--- src/rtl/mdio_bridge.sv ---
module mdio_bridge #(
  parameter int HALF_DIV = 20,
  parameter logic [4:0] PHY_ADDR = 5'd1
) (
  input  logic        clk,
  input  logic        rst_n,
  input  logic        cmd_we,
  input  logic [31:0] cmd_wdata,
  output logic [31:0] cmd_rdata,
  output logic        busy,
  output logic        mdc,
  output logic        mdio_o,
  output logic        mdio_oe,
  input  logic        mdio_i
);
  localparam int SLOT_CYC = 2 * HALF_DIV;
  localparam int DW = (SLOT_CYC > 1) ? $clog2(SLOT_CYC) : 1;
  localparam logic [5:0] LAST_SLOT = 6'd63;
  localparam logic [5:0] RELEASE_SLOT = 6'd47;
  localparam logic [5:0] DATA_SLOT = 6'd48;

  logic [DW-1:0] div_q;
  logic [5:0]    slot_q;
  logic [63:0]   sh_q;
  logic [15:0]   rd_q;
  logic [31:0]   word_q;
  logic          busy_q;
  logic          rd_op_q;

  wire wr_req    = cmd_wdata[31];
  wire accept    = cmd_we && !busy_q;
  wire slot_end  = div_q == DW'(SLOT_CYC - 1);
  wire rise_edge = div_q == DW'(HALF_DIV - 1);
  wire unused_hi = ^cmd_wdata[30:21];

  wire [63:0] frame_new = {32'hFFFF_FFFF, 2'b01,
                           wr_req ? 2'b01 : 2'b10,
                           PHY_ADDR, cmd_wdata[20:16],
                           wr_req ? 2'b10 : 2'b11,
                           wr_req ? cmd_wdata[15:0] : 16'hFFFF};

  always_ff @(posedge clk) begin
    if (!rst_n) begin
      div_q   <= '0;
      slot_q  <= '0;
      sh_q    <= '0;
      rd_q    <= '0;
      word_q  <= '0;
      busy_q  <= 1'b0;
      rd_op_q <= 1'b0;
    end else if (accept) begin
      busy_q  <= 1'b1;
      rd_op_q <= !wr_req;
      div_q   <= '0;
      slot_q  <= '0;
      sh_q    <= frame_new;
      word_q  <= {wr_req, 10'b0, cmd_wdata[20:16], cmd_wdata[15:0]};
    end else if (busy_q) begin
      if (rd_op_q && rise_edge && slot_q >= DATA_SLOT)
        rd_q <= {rd_q[14:0], mdio_i};
      if (slot_end) begin
        div_q <= '0;
        if (slot_q == LAST_SLOT) begin
          busy_q <= 1'b0;
          word_q <= {~word_q[31], word_q[30:16], rd_op_q ? rd_q : word_q[15:0]};
        end else begin
          slot_q <= slot_q + 6'd1;
          sh_q   <= {sh_q[62:0], 1'b0};
        end
      end else begin
        div_q <= div_q + DW'(1);
      end
    end
  end

  assign busy      = busy_q;
  assign cmd_rdata = word_q;
  assign mdc       = busy_q && (div_q >= DW'(HALF_DIV));
  assign mdio_oe   = busy_q && !(rd_op_q && slot_q >= RELEASE_SLOT);
  assign mdio_o    = mdio_oe && sh_q[63];
endmodule


--- config.mk ---
export PLATFORM = sky130hd
export DESIGN_NAME = mdio_bridge
export DESIGN_NICKNAME = d
export VERILOG_FILES = /design/src/rtl/mdio_bridge.sv
export SDC_FILE = /design/constraint.sdc
export NUM_CORES = 1
export LEC_CHECK = 0
export BUFFER_PORTS_ARGS = -buffer_cell sky130_fd_sc_hd__buf_2
export CORE_MARGIN = 5
export CORE_UTILIZATION = 48
export CTS_CLUSTER_DIAMETER = 100
export DETAILED_ROUTE_END_ITERATION = 12
export PLACE_DENSITY = 0.74
export SLEW_MARGIN = 25
export SYNTH_ARGS = -nofsm -noshare
export SYNTH_HDL_FRONTEND = slang
export SYNTH_SLANG_ARGS = --single-unit
--- constraint.sdc ---
create_clock -name clk -period 2.5 [get_ports clk]
set_clock_uncertainty 0.05 [all_clocks]
set_input_delay 0.125 -clock clk [delete_from_list [all_inputs] [get_ports clk]]
set_output_delay 0.125 -clock clk [all_outputs]
set_load 0.02 [all_outputs]
==> metrics <==
Worst Reg-to-Reg Cells=6; Post-synth EDFFs=0; leakage power=2.34 nW; RR Startpoint=slot_q[0]$_SDFFE_PP0P_; Mapped Area=4660 um^2; Compound-Gate Fraction of Synth Area=0.148; Setup Fix Bufs, Post-CTS=0; H-Tree Depth=4; worst hold path type=in -> reg; Slew headroom=0.592; crit path to=sh_q[28]$_SDFFE_PN0P_; core area=9640 um^2; Setup crit end kind=flop; DP Worst Slack=between 0.4 and 0.5 ns; wire length of the first global-routing pass=between 15000 and 20000 um; post-synthesis simple-gate area fraction=0.230; vias per inst=5.30; final-report hold violation count=0; Logic pwr share=0.078; Worst-Margin Slew=slightly above 0.6 ns; Psw=between 1 and 1.5 mW; Final period util=0.830; Final GP Congestion=between 0.8 and 0.9; initial DRC count=248; # nets final=about 670; share of cells above drive strength 1=0.160; required time worst endpoint=2.87 ns; Fillers=818; CP Class=reg -> reg; Overflow after GRT=0; fin crit period=2.07 ns; RSZ-0062 raised after global routing=no; TNS Setup=0 ns; CP Launch Type=flop; Distinct cells, synth=39; die width=around 110 um; clock latency at the later pin of the worst-skew pair=0.50 ns; Vias=about 4100; ys async rst share=0; clock power share=0.512; Setup Viol. Count Final=0; Multi-input gate area=2080 um^2; post-route insts no fill=772; most common cell after layout, fill and taps aside=dfxtp_1; Rows=36; CP Max Fanout=40; maximum resistive drop on vdd=0.000463 V; DRT Pass-1 Iters=6; critical path data arrival time=2.44 ns; pin count of the biggest net entering global routing=66; final count of pins violating max slew=0; vias in the first global route=3952; #FFs+latches synth=116; routed len/inst=13.3 um; Sink Count=~120; Reg power frac=0.410; Final HPWL DP=6330 um; Power Dens Cells=841 nW/um^2; CTS tree=done; combinational family with the most area after synthesis=simple AND/OR/NAND/NOR gates; register area share after synthesis=0.498; Ant. Diodes=0; Final WS setup=0.426 ns; Post-Synth Adder-Cell Area=0.00805; outcome=finished, final reports clean; Net Sw Frac=0.233; Reg-to-Reg End=sh_q[28]$_SDFFE_PN0P_; max_cap viols=0; clock-pin slew on the worst setup and hold paths=0.06 ns; post-route design area=a little under 6000 um^2; IO Count=72; most frequent cells in the layout=dfxtp_1 (116), nand2_1 (91), nor3_1 (73), a21oi_1 (67), buf_2 (51); Int Power=approximately 3.8 mW; Total GRT Usage=0.184; Max Buffers Root-to-Sink=2; synthesized instance count=566; IO Port Bufs=51; CTS buffer count=17; mux cell area share after synthesis=0.0365; hold_ws=around 0.36 ns; XOR/XNOR Fraction of Synth Area=0.0132; DRC viols=0; R2R setup slack=0.43 ns; f_max=482 MHz; Synth Area per Inst=8.24 um^2; initial antenna violation count=0; post-placement cell area=4960 um^2; die height=109 um; Worst Setup SP=slot_q[0]$_SDFFE_PP0P_; synthesis-to-finish area growth=25.2%; ys flop type=dfxtp_1; die area=11800 um^2; starting density of the core=0.484; Final ANT Viol Nets=0; Post-Place Cells=slightly above 700; CTS root buffer=clkbuf_8; drt total wl=10300 um; sequential cell area=2320 um^2; Synth warnings=0
per-stage QoR:
stage	utilization	total power, mW
3_5_place_dp	0.514	2.40
4_1_cts	0.606	4.96
2_1_floorplan	-	2.30
3_3_place_gp	0.514	2.38
6_report	0.606	4.91
5_1_grt	0.606	5.10
logic make-up after synthesis:
logic type      Yosys count
buf+inv                  60
simple gates            237
xor+xnor                  7
mux                      17
flops                   116
compound gates          125
other cells               1
fa+ha+maj                 3
layer usage:
layer / routed length (um) / global-route usage
met1: 4730 / 0.224
met2: 5000 / 0.312
met3: 481 / 0.0561
met5: 0 / 0
met4: 75 / 0.0586
cell usage after synthesis (all sizes together) (2+ instances only):
library cell | instances | area (um^2)
xor2 | 3 | 26.3
nand2 | 91 | 342
xnor2 | 4 | 35.0
o21ai | 38 | 190
a31oi | 10 | 62.6
o221ai | 5 | 43.8
ha | 3 | 37.5
inv | 6 | 22.5
or3 | 4 | 25.0
clkbuf | 22 | 82.6
nor2 | 45 | 169
buf | 32 | 198
nand3 | 12 | 65.1
a21oi | 67 | 335
nor3 | 74 | 382
dfxtp | 116 | 2320
mux2i | 17 | 170
nand2b | 2 | 12.5
sequential cells by signal, summed over array words and instances, names as in the netlist:
signal / flops
sh_q: 64
cmd_rdata: 22
rd_q: 16
div_q: 6
slot_q: 6
busy: 1
rd_op_q: 1
area by class of cell:
class,instances,area share
flip-flops and latches,116,0.398
inverters,6,0.00386
multi-input cells,399,0.356
repair buffers,86,0.106
clock inverters,14,0.0345
well taps,133,0.0285
clock buffers,18,0.0733
worst min path at each step:
stage          cells past startpoint  slack, ns  startpoint                    to
4_1_cts                            4       0.34      mdio_i  rd_q[0]$_SDFFE_PN0P_
3_3_place_gp                       3       0.33      mdio_i  rd_q[0]$_SDFFE_PN0P_
3_5_place_dp                       3       0.33      mdio_i  rd_q[0]$_SDFFE_PN0P_
6_report                           4       0.36      mdio_i  rd_q[0]$_SDFFE_PN0P_
5_1_grt                            4       0.37      mdio_i  rd_q[0]$_SDFFE_PN0P_
2_1_floorplan                      2       0.22      mdio_i  rd_q[0]$_SDFFE_PN0P_
critical path: stages (launching register included):
cell      delay [ns]
dfxtp_1         0.37
ha_1            0.19
nand3_2         0.18
o211ai_1        0.51
buf_12          0.27
nand2_1         0.18
o221ai_1        0.23
power by group through the flow:
| stage | clock network [mW] | registers, mW | logic, mW |
|---|---|---|---|
| floorplan | 0 | 2.07 | 0.234 |
| global placement | 0 | 2.04 | 0.340 |
| detailed placement | 0 | 2.05 | 0.350 |
| CTS | 2.56 | 2.01 | 0.383 |
| global route | 2.66 | 2.02 | 0.424 |
| finish | 2.51 | 2.01 | 0.382 |
what timing repair did:
action	4_1_cts	5_1_grt
resized for setup	0	0
hold buffers	25	0
hold endpoints to repair	47	0
setup endpoints to repair	0	0
No activity file was read; power rests on OpenSTA's default activity.
